===== src/rtl/wgt_pkg.sv =====
package wgt_pkg;

    localparam int GAP_W = 4;
    localparam int CFG_W = 4 * GAP_W;

    typedef enum logic [1:0] {
        CMD_ACT   = 2'b00,
        CMD_READ  = 2'b01,
        CMD_WRITE = 2'b10,
        CMD_OTHER = 2'b11
    } cmd_e;

    // Field order follows the bit positions of the configuration word.
    typedef struct packed {
        logic [GAP_W-1:0] act_wr;
        logic [GAP_W-1:0] wr_same;
        logic [GAP_W-1:0] wr_diff;
        logic [GAP_W-1:0] rd_wr;
    } gap_cfg_t;

    typedef enum logic {
        LW_NONE = 1'b0,
        LW_HELD = 1'b1
    } lw_state_e;

endpackage


===== src/rtl/wgt_cfg_reg.sv =====
module wgt_cfg_reg
    import wgt_pkg::*;
(
    input  logic             clk,
    input  logic             rst_n,
    input  logic             we,
    input  logic [CFG_W-1:0] wdata,
    output gap_cfg_t         cfg
);

    gap_cfg_t cfg_q;

    always_ff @(posedge clk) begin
        if (!rst_n) begin
            cfg_q <= '0;
        end else if (we) begin
            cfg_q <= gap_cfg_t'(wdata);
        end
    end

    assign cfg = cfg_q;

    AST_CFG_HOLD: assert property (@(posedge clk) disable iff (!rst_n)
        !we |=> $stable(cfg_q));

endmodule


===== src/rtl/wgt_gap_cnt.sv =====
module wgt_gap_cnt #(
    parameter int W = 4
) (
    input  logic         clk,
    input  logic         rst_n,
    input  logic         load,
    input  logic [W-1:0] gap,
    output logic         expired
);

    logic [W-1:0] cnt_q;

    always_ff @(posedge clk) begin
        if (!rst_n) begin
            cnt_q <= '0;
        end else if (load) begin
            cnt_q <= (gap == '0) ? '0 : gap - W'(1);
        end else if (cnt_q != '0) begin
            cnt_q <= cnt_q - W'(1);
        end
    end

    assign expired = (cnt_q == '0);

    AST_CNT_SATURATE: assert property (@(posedge clk) disable iff (!rst_n)
        (!load && expired) |=> expired);

    AST_CNT_ARMED: assert property (@(posedge clk) disable iff (!rst_n)
        (load && gap >= W'(2)) |=> !expired);

endmodule


===== src/rtl/wr_gap_tracker.sv =====
module wr_gap_tracker
    import wgt_pkg::*;
#(
    parameter  int RANKS  = 2,
    parameter  int BANKS  = 8,
    localparam int RANK_W = $clog2(RANKS),
    localparam int BANK_W = $clog2(BANKS)
) (
    input  logic              clk,
    input  logic              rst_n,
    input  logic              cfg_we,
    input  logic [CFG_W-1:0]  cfg_wdata,
    input  logic              cmd_valid,
    input  logic [1:0]        cmd_type,
    input  logic [RANK_W-1:0] cmd_rank,
    input  logic [BANK_W-1:0] cmd_bank,
    input  logic [RANK_W-1:0] tgt_rank,
    input  logic [BANK_W-1:0] tgt_bank,
    output logic              wr_ok
);

    localparam int RB_N = RANKS * BANKS;

    gap_cfg_t cfg;

    wgt_cfg_reg u_cfg (
        .clk   (clk),
        .rst_n (rst_n),
        .we    (cfg_we),
        .wdata (cfg_wdata),
        .cfg   (cfg)
    );

    // Issue decode
    logic act_issue, rd_issue, wr_issue;
    assign act_issue = cmd_valid && (cmd_e'(cmd_type) == CMD_ACT);
    assign rd_issue  = cmd_valid && (cmd_e'(cmd_type) == CMD_READ);
    assign wr_issue  = cmd_valid && (cmd_e'(cmd_type) == CMD_WRITE);

    // Per rank-bank ACT-to-WRITE countdowns
    logic [RB_N-1:0]  act_exp;
    logic [RANKS-1:0] wsr_exp;

    for (genvar r = 0; r < RANKS; r++) begin : g_rank
        for (genvar b = 0; b < BANKS; b++) begin : g_bank
            wgt_gap_cnt #(.W(GAP_W)) u_act (
                .clk     (clk),
                .rst_n   (rst_n),
                .load    (act_issue && cmd_rank == RANK_W'(r) && cmd_bank == BANK_W'(b)),
                .gap     (cfg.act_wr),
                .expired (act_exp[r*BANKS+b])
            );
        end
        wgt_gap_cnt #(.W(GAP_W)) u_wsr (
            .clk     (clk),
            .rst_n   (rst_n),
            .load    (wr_issue && cmd_rank == RANK_W'(r)),
            .gap     (cfg.wr_same),
            .expired (wsr_exp[r])
        );
    end

    logic wdr_exp, rdw_exp;

    wgt_gap_cnt #(.W(GAP_W)) u_wdr (
        .clk     (clk),
        .rst_n   (rst_n),
        .load    (wr_issue),
        .gap     (cfg.wr_diff),
        .expired (wdr_exp)
    );

    wgt_gap_cnt #(.W(GAP_W)) u_rdw (
        .clk     (clk),
        .rst_n   (rst_n),
        .load    (rd_issue),
        .gap     (cfg.rd_wr),
        .expired (rdw_exp)
    );

    // Last-write tracking state machine
    lw_state_e         lw_q, lw_d;
    logic [RANK_W-1:0] last_rank_q, last_rank_d;

    always_ff @(posedge clk) begin
        if (!rst_n) begin
            lw_q        <= LW_NONE;
            last_rank_q <= '0;
        end else begin
            lw_q        <= lw_d;
            last_rank_q <= last_rank_d;
        end
    end

    always_comb begin
        lw_d        = lw_q;
        last_rank_d = last_rank_q;
        unique case (lw_q)
            LW_NONE: begin
                if (wr_issue) begin          // T_FIRST_WR
                    lw_d        = LW_HELD;
                    last_rank_d = cmd_rank;
                end
            end
            LW_HELD: begin
                if (wr_issue) begin          // T_NEXT_WR
                    last_rank_d = cmd_rank;
                end
            end
            default: lw_d = LW_NONE;
        endcase
    end

    // Output: combine the four conditions for the target
    logic act_ok, wsr_ok, wdr_ok;

    always_comb begin
        act_ok = 1'b0;
        wsr_ok = 1'b0;
        for (int i = 0; i < RB_N; i++) begin
            if (i == int'(tgt_rank) * BANKS + int'(tgt_bank)) act_ok = act_exp[i];
        end
        for (int r = 0; r < RANKS; r++) begin
            if (r == int'(tgt_rank)) wsr_ok = wsr_exp[r];
        end
        wdr_ok = (lw_q == LW_NONE) || (last_rank_q == tgt_rank) || wdr_exp;
        wr_ok  = act_ok && wsr_ok && wdr_ok && rdw_exp;
    end

    AST_ACT_BLOCKS_BANK: assert property (@(posedge clk) disable iff (!rst_n)
        (act_issue && cfg.act_wr >= 4'd2)
        |=> !(wr_ok && tgt_rank == $past(cmd_rank) && tgt_bank == $past(cmd_bank)));

    AST_WR_BLOCKS_RANK: assert property (@(posedge clk) disable iff (!rst_n)
        (wr_issue && cfg.wr_same >= 4'd2)
        |=> !(wr_ok && tgt_rank == $past(cmd_rank)));

    AST_WR_BLOCKS_OTHER: assert property (@(posedge clk) disable iff (!rst_n)
        (wr_issue && cfg.wr_diff >= 4'd2)
        |=> !(wr_ok && tgt_rank != $past(cmd_rank)));

    AST_RD_BLOCKS_WR: assert property (@(posedge clk) disable iff (!rst_n)
        (rd_issue && cfg.rd_wr >= 4'd2) |=> !wr_ok);

    AST_OTHER_NO_STATE: assert property (@(posedge clk) disable iff (!rst_n)
        (!wr_issue) |=> (lw_q == $past(lw_q) && last_rank_q == $past(last_rank_q)));

endmodule


===== config.mk =====
export PLATFORM = sky130hd
export DESIGN_NAME = wr_gap_tracker
export DESIGN_NICKNAME = d
export VERILOG_FILES = /design/src/rtl/wgt_pkg.sv /design/src/rtl/wgt_cfg_reg.sv /design/src/rtl/wgt_gap_cnt.sv /design/src/rtl/wr_gap_tracker.sv
export SDC_FILE = /design/constraint.sdc
export NUM_CORES = 1
export LEC_CHECK = 0
export ABC_AREA = 1
export ABC_CLOCK_PERIOD_IN_PS = 2050
export BUFFER_PORTS_ARGS = -buffer_cell sky130_fd_sc_hd__buf_2
export CORE_UTILIZATION = 45
export CTS_CLUSTER_SIZE = 25
export DETAILED_ROUTE_END_ITERATION = 16
export MAX_ROUTING_LAYER = met4
export SYNTH_ARGS = -nofsm -noshare
export SYNTH_HDL_FRONTEND = slang
export SYNTH_SLANG_ARGS = --single-unit

===== constraint.sdc =====
create_clock -name clk -period 2.05 [get_ports clk]
set_input_delay 0.41 -clock clk [delete_from_list [all_inputs] [get_ports clk]]
set_output_delay 0.41 -clock clk [all_outputs]
set_load 0.1 [all_outputs]

==> results.md, run 1 <==
- Outcome: finished with violations
- Gr ovfl total: 0
- TritonCTS clock tree: built
- Mapped Cells: 782
- Min-Delay Path Class: input port to register
- Pleak: between 0.003 and 0.004 uW
- Commonest non-fill, non-tap cell in the layout: nor2_1
- Final Worst Setup Slack: -0.359 ns
- Final hold violations: 0
- R2R setup slack: 0.16 ns
- Inserted Clock Buffers: 9
- Final Skew: 0.00569 ns
- Failing checks: negative setup slack
- Critical Path Start: u_rdw.cnt_q[0]
- Worst EP required: 1.64 ns
- Largest net degree at the start of global routing: 30
- Clock slew at the register clock pins of the worst setup and hold paths: 0.07 ns
- Yosys warns: 0
- Core Rows: 41
- Worst-path maximum fanout: 2
- Gr usage total: between 20 and 25%
- Vias/cell: ~5.0
- Max clock buf depth: 2
- Post-route DRC: 0
- Setup Slack @ Placement: -0.159 ns
- Initial core utilization: 46.8%
- Post-cts hold buffer count: 0
- Most frequent cells in the layout: nor2_1 (109), inv_1 (103), dfxtp_1 (86)
- Final net count: 922
- RSZ-0062 raised after global routing: yes
- Worst R2R End: u_rdw.cnt_q[2]
- Share of the synthesized area in the top cell type: between 30% and 40%
- Post-synthesis sequential area ratio: between 30 and 40%
- Async set-reset flop share out of synthesis: 0%
- Layout cell share with drive strength beyond 1: 26.9%
- Port buffer count: 30
- CP Class: register to output pin
- Area Growth Syn to Fin: 20.0%
- N_diodes: 0
- WHS: around 0.27 ns
- Pwr/cell area: 1580 nW/um^2
- Multi-input logic area: approximately 3600 sq um
- Final period util: 118%
- Synth Net Count: approximately 840
- Vias in the first global route: 5152
- Global-route wire length before repair: 23900 microns
- Area of the mapped netlist: around 6000 sq um
- Cell taking the most area after synthesis: dfxtp_1
- Clk Latency, worst-skew pair: roughly 0.36 ns
- Root Driver: clkbuf_16
- Main synth FF type: dfxtp_1
- Vias: approximately 5300
- Core area: 12800 sq um
- Slew @ Worst Pin: 0.596 ns
- Max Clk Rate: slightly above 0.4 GHz
- Critical path arrival: 2.00 ns
- Initial DRC Count: 242
- Die area: 13800 sq um
- Hold Crit Start: cfg_wdata[15]
- Die Wd: 117 microns
- Routed len/inst: 13.4 microns
- End of the worst hold path: u_cfg.cfg[15]
- Fillers: about 1200
- EDFF count, synth: 0
- Syn Area/Cell: 7.68 sq um
- R2R cell count: 11
- Slew headroom: between 60% and 70%
- Chip Height: 117 microns
- Crit. End Element: output pin
- Setup Viol. Count Final: 1
- Max-Cap Viols: 0
- Crit path time final: between 2 and 2.5 ns
- Router iterations before antenna repair: 5
- Top cells by area in the synthesized netlist: dfxtp_1 (33%), inv_1 (7.1%), nor2_1 (6.9%), xor2_1 (6.7%), ha_1 (5.0%)
- Post-DP HPWL: 10100 microns
- Yosys reg bits: 98
- Drt total wl: 14000 microns
- Setup TNS: -0.359 ns
- GP Congestion: 0.856
- Peak supply drop: 0.815 mV
- Hold path depth: 3
- Synth cell types: 45
- Initial antenna violation count: 0
- Antenna-violating nets left: 0
- Number of H-tree levels: 3
- CP Launch Type: register
- Slew Limit Fails: 0
- Register Area: between 1500 and 2000 sq um
- Num ports: 31
- R2R Path Start: u_rdw.cnt_q[0]
- CTS Sinks: 98
-- cells by family (layout without fill, tap and decap cells) --
kind of cell | count (synthesis) | count (layout) | share of synthesized area (%)
AOI/OAI and AO/OA | 143 | 143 | 16.8
DFF | 98 | 98 | 32.7
and+or+nand+nor | 312 | 312 | 28.0
xor gates and xnor gates | 49 | 49 | 7.15
buffers and inverters | 156 | 247 | 10.3
adders and majority gates | 24 | 24 | 5.00
-- timing repair --
| item | CTS | global route |
|---|---|---|
| pin swaps | 13 | 3 |
| resized for setup | 29 | 8 |
| setup endpoints to repair | 1 | 2 |
| hold endpoints to repair | 0 | 0 |
| buffers inserted | 18 | 0 |
-- worst max-delay path, cell delays in order, from the launching register on --
cell	delay [ns]
dfxtp_2	0.33
inv_2	0.07
ha_4	0.12
nor3b_2	0.15
buf_4	0.15
o21ai_2	0.05
a31oi_1	0.12
o21ai_1	0.10
a31oi_1	0.18
nand2_2	0.10
clkinvlp_4	0.09
buf_12	0.17
-- synth_stat cells (15+ instances only) --
library cell / n
a211oi_1: 28
a21oi_1: 39
dfxtp_1: 98
ha_1: 24
inv_1: 114
inv_2: 22
nand2_1: 72
nand3_1: 36
nor2_1: 110
nor3_1: 27
nor3b_1: 15
o21ai_0: 37
xor2_1: 46
-- routing by layer --
metal  part of all wire, %  wire length [microns]  vias to the layer above  GRT usage, %
li1                      -                      -                     2749             -
met1                    48                   6790                     2456          27.3
met2                    48                   6670                       45          36.1
met3                   2.1                    291                       19          3.97
met4                   1.9                    271                        0          8.09
met5                     0                      0                        -             -
-- worst max-delay path by stage --
stage                  to  slack (ns)  cells after the start
floorplan           wr_ok      0.0006                     14
global placement    wr_ok       -0.08                     15
detailed placement  wr_ok       -0.16                     15
CTS                 wr_ok       -0.34                     11
global route        wr_ok       -0.49                     11
finish              wr_ok       -0.36                     11
-- metrics by stage --
step | cell area, sq um | instances | total power (uW) | util, %
final | 7200 | 1045 | 11400 | 56.2
after global routing | 7200 | 1045 | 12500 | 56.2
after CTS | 7190 | 1049 | 11400 | 56.1
after detailed placement | 6710 | 1015 | 9280 | 52.3
after global placement | 6710 | 1015 | 9090 | 52.3
after floorplan | 6040 | 782 | 7660 | -
-- power breakdown --
| group | internal (uW) | switching (uW) | total, uW |
|---|---|---|---|
| registers | 2690 | 415 | 3100 |
| clock network | 850 | 762 | 1610 |
| logic | 3170 | 3490 | 6660 |
-- flip-flops by register name, summed over array words and instances (netlist names) --
register,cells
g_rank.u_wsr.cnt_q,8
u_cfg.cfg,16
last_rank_q,1
u_wdr.cnt_q,4
g_rank.g_bank.u_act.cnt_q,64
lw_q,1
u_rdw.cnt_q,4
-- area by class of cell --
cell class                 count  share of cell area (%)
sequential                    98                    27.4
clock inverter                 5                   0.417
inverter                     139                    7.47
clock buffer                  11                    3.37
multi-input combinational    528                    49.4
timing repair buffer          92                    8.93
tap                          172                    2.99
No activity file was read; power rests on OpenSTA's default activity.
==> run 2, diff against run 1 <==
--- a/config.mk
+++ b/config.mk
@@ -5,7 +5,6 @@
 export SDC_FILE = /design/constraint.sdc
 export NUM_CORES = 1
 export LEC_CHECK = 0
-export ABC_AREA = 1
 export ABC_CLOCK_PERIOD_IN_PS = 2050
 export BUFFER_PORTS_ARGS = -buffer_cell sky130_fd_sc_hd__buf_2
 export CORE_UTILIZATION = 45
==> results.md, run 2 <==
- Outcome: finished with violations
- Failing checks: negative setup slack
- Post-synthesis sequential area ratio: 34.2% (+1.5 points)
- Yosys reg bits: 98 (unchanged)
- Slew @ Worst Pin: 0.659 ns (+0.0630 ns)
- CP Launch Type: register
- Largest reg by FF count: g_rank.g_bank.u_act.cnt_q
- Yosys warns: 0 (unchanged)
- Core Rows: 40 (-2.4%)
- Synth cell count leaders: dfxtp_1 (98), nand2_1 (70), nor2b_1 (52), mux2i_1 (42), inv_1 (41)
- Core Util, Final: 59.9% (+3.8 points)
- Vias in the first global route: 4811 (-6.6%)
- N_diodes: 0 (unchanged)
- Clk Latency, worst-skew pair: 0.35 ns (about the same)
- DR top layer: met4
- GP Congestion: 0.780 (-8.9%)
- Share of the synthesized area in the top cell type: 34.2% (+1.5 points)
- Worst EP required: 1.64 ns (about the same)
- Setup TNS: -0.412 ns (-0.0530 ns)
- Async set-reset flop share out of synthesis: 0% (unchanged)
- Main synth FF type: dfxtp_1
- Initial antenna violation count: 0 (unchanged)
- Worst-path maximum fanout: 3 (+1)
- Chip Height: 115 microns (-2.1%)
- R2R setup slack: 0.41 ns (+0.25 ns)
- TritonCTS clock tree: built
- Cell taking the most area after synthesis: dfxtp_1
- Gr ovfl total: 0 (unchanged)
- Initial DRC Count: 225 (-7.0%)
- Mapped Cells: 681 (-13%)
- Final period util: 120% (+2.6 points)
- Final hold violations: 0 (unchanged)
- Die Wd: 115 microns (-2.1%)
- Commonest non-fill, non-tap cell in the layout: buf_4
- Slew headroom: 56.0% (-4.2 points)
- Peak supply drop: 0.609 mV (-25%)
- Router iterations before antenna repair: 4 (-1)
- Num ports: 31 (unchanged)
- Slew Limit Fails: 0 (unchanged)
- RSZ-0062 raised after global routing: yes
- Sw power: 3880 uW (-17%)
- Worst R2R End: u_rdw.cnt_q[1]
- Min-Delay Path Class: input port to register
- Clock share of power: 18.2% (+4.0 points)
- Layout cell share with drive strength beyond 1: 25.0% (-1.9 points)
- Sequential Power Share: 27.7% (+0.4 points)
- Final net count: 842 (-8.7%)
- Critical path arrival: 2.05 ns (+0.05 ns)
- Synth Net Count: 735 (-12%)
- Post-route DRC: 0 (unchanged)
- Pleak: 0.00329 uW (-0.31%)
- Switching portion of total power: 34.8% (-6.3 points)
- Max-Cap Viols: 0 (unchanged)
- Top cells by area in the synthesized netlist: dfxtp_1 (34%), mux2i_1 (7.3%), nor2b_1 (5.7%), ha_1 (5.2%), xnor2_1 (4.9%)
- Register Area: 1970 sq um (-0.25%)
- Met2 routed WL: 6630 microns (-0.54%)
- Metal-1 WL: 6120 microns (-10%)
- Power Total: 11100 uW (-2.0%)
- Area Growth Syn to Fin: 27.4%
- Initial core utilization: 47.0% (+0.24 points)
- EDFF count, synth: 0 (unchanged)
- R2R Path Start: u_rdw.cnt_q[0]
- Final Skew: 0.00618 ns (+0.000491 ns)
- Vias: 5011 (-4.9%)
- Vias/cell: 5.22 (+3.5%)
- Core area: 12200 sq um (-4.8%)
- Largest register FFs: 64 (unchanged)
- Most frequent cells in the layout: buf_4 (95), dfxtp_1 (90), nand2_1 (70)
- Global-route wire length before repair: 22500 microns (-6.0%)
- Max Clk Rate: 0.406 GHz (-2.2%)
- Antenna-violating nets left: 0 (unchanged)
- Largest net degree at the start of global routing: 69 (+130%)
- Post-DP HPWL: 9460 microns (-6.5%)
- Crit path time final: 2.46 ns (+0.0530 ns)
- Int Pwr: 7270 uW (+8.4%)
- Root Driver: clkbuf_16
- Final Worst Setup Slack: -0.412 ns (-0.0530 ns)
- Clock slew at the register clock pins of the worst setup and hold paths: 0.07 ns (about the same)
- Crit. End Element: output pin
- Comb pwr share: 54.1% (-4.5 points)
- Inserted Clock Buffers: 9 (unchanged)
- Synth cell types: 58 (+29%)
- Setup Viol. Count Final: 1 (unchanged)
- Syn Area/Cell: 8.44 sq um (+9.9%)
- Worst setup path end: wr_ok
- CP Class: register to output pin
- Number of H-tree levels: 3 (unchanged)
- Fillers: 1137 (-7.3%)
- Port buffer count: 30 (unchanged)
- Max clock buf depth: 2 (unchanged)
- Most common cell in the synthesized netlist: dfxtp_1
- Met3 wire len: 347 microns (+19%)
- Die area: 13200 sq um (-4.2%)
- Critical Path Start: g_rank[0].g_bank[6].u_act.cnt_q[0]
- R2R cell count: 7 (-4)
- CTS Sinks: 98 (unchanged)
- Routed len/inst: 13.9 microns (+3.8%)
- Cell Count, Final, Fillers Out: 960 (-8.1%)
- Pwr/cell area: 1520 nW/um^2 (-3.6%)
- Gr usage total: 22.5% (+0.39 points)
- Post-cts hold buffer count: 0 (unchanged)
- WHS: 0.319 ns (+0.0497 ns)
- Area of the mapped netlist: 5740 sq um (-4.3%)
- Post-Place Cells: 938 (-7.6%)
- Multi-input logic area: 3730 sq um (+4.9%)
- Drt total wl: 13400 microns (-4.6%)
==> run 2: cell types whose count changed after synthesis, sizes merged, moves of 14 or more <==
| cell | change |
|---|---|
| nor2 | -121 |
| inv | -98 |
| nor2b | +52 |
| xor2 | -45 |
| mux2i | +42 |
| xnor2 | +29 |
| a211oi | -26 |
| nand3 | -25 |
| o211a | +23 |
| or3 | +20 |
| a221oi | -16 |
| clkbuf | +15 |
| a21oi | -14 |
==> run 2: how the worst min path moves through the flow <==
stage / start / to / slack (ns) / cells after the start
after floorplan: last_rank_q / last_rank_q / 0.46 / 2
after global placement: last_rank_q / last_rank_q / 0.48 / 2
after detailed placement: last_rank_q / last_rank_q / 0.49 / 2
after CTS: cfg_wdata[4] / u_cfg.cfg[4] / 0.31 / 3
after global routing: cfg_wdata[0] / u_cfg.cfg[0] / 0.33 / 3
final: cfg_wdata[3] / u_cfg.cfg[3] / 0.32 / 3
==> run 2: power groups by stage <==
stage                     sequential [uW]  clock, uW  combinational [uW]
final                                3080       2030                6030
after global routing                 3170       2170                6730
after CTS                            3060       2080                5950
after detailed placement             3050          0                5620
after global placement               3010          0                5410
after floorplan                      2970          0                3800
==> run 2: cell families (layout without fill, tap and decap cells) <==
group | after synthesis | count (layout) | synth area share, %
multiplexers | 43 | 43 | 7.51
flip-flops | 98 | 98 | 34.2
AO/OA/AOI/OAI | 129 | 129 | 15.7
buffers and inverters | 71 | 182 | 4.68
adder cells (fa/ha/maj) | 24 | 24 | 5.23
XOR/XNOR | 33 | 33 | 5.03
AND/OR/NAND/NOR | 283 | 283 | 27.7
==> run 2: repair_timing <==
action	in CTS	in global routing
gates resized for setup	29	12
pin swaps	12	6
buffers inserted	5	3
gates cloned	0	0
setup endpoints to repair	1	1
==> run 2: worst max-delay path, stage by stage (launching register included) <==
cell	delay, ns
dfxtp_2	0.34
inv_2	0.05
ha_2	0.17
nor3b_4	0.21
a211oi_2	0.10
nor4b_2	0.25
o211ai_1	0.18
a21oi_4	0.20
buf_12	0.19
==> run 2: area by class of cell <==
type / instances / share of cell area (%)
clock inverters: 6 / 1.78
clock buffers: 9 / 3.08
repair buffers: 126 / 12.3
inverters: 41 / 2.10
flip-flops and latches: 98 / 26.9
well taps: 168 / 2.87
multi-input cells: 512 / 51.0
==> run 2: per-stage QoR <==
stage	setup WS [ns]	instance area, sq um
2_1_floorplan	-0.346	5800
3_3_place_gp	-0.180	6740
3_5_place_dp	-0.216	6740
4_1_cts	-0.438	7250
5_1_grt	-0.508	7320
6_report	-0.412	7320
==> run 2: per-layer routing <==
layer / track usage (%) / vias to the layer above
li1: - / 2592
met1: 26.3 / 2320
met2: 38.9 / 75
met3: 3.16 / 24
met4: 8.74 / 0
met5: - / -
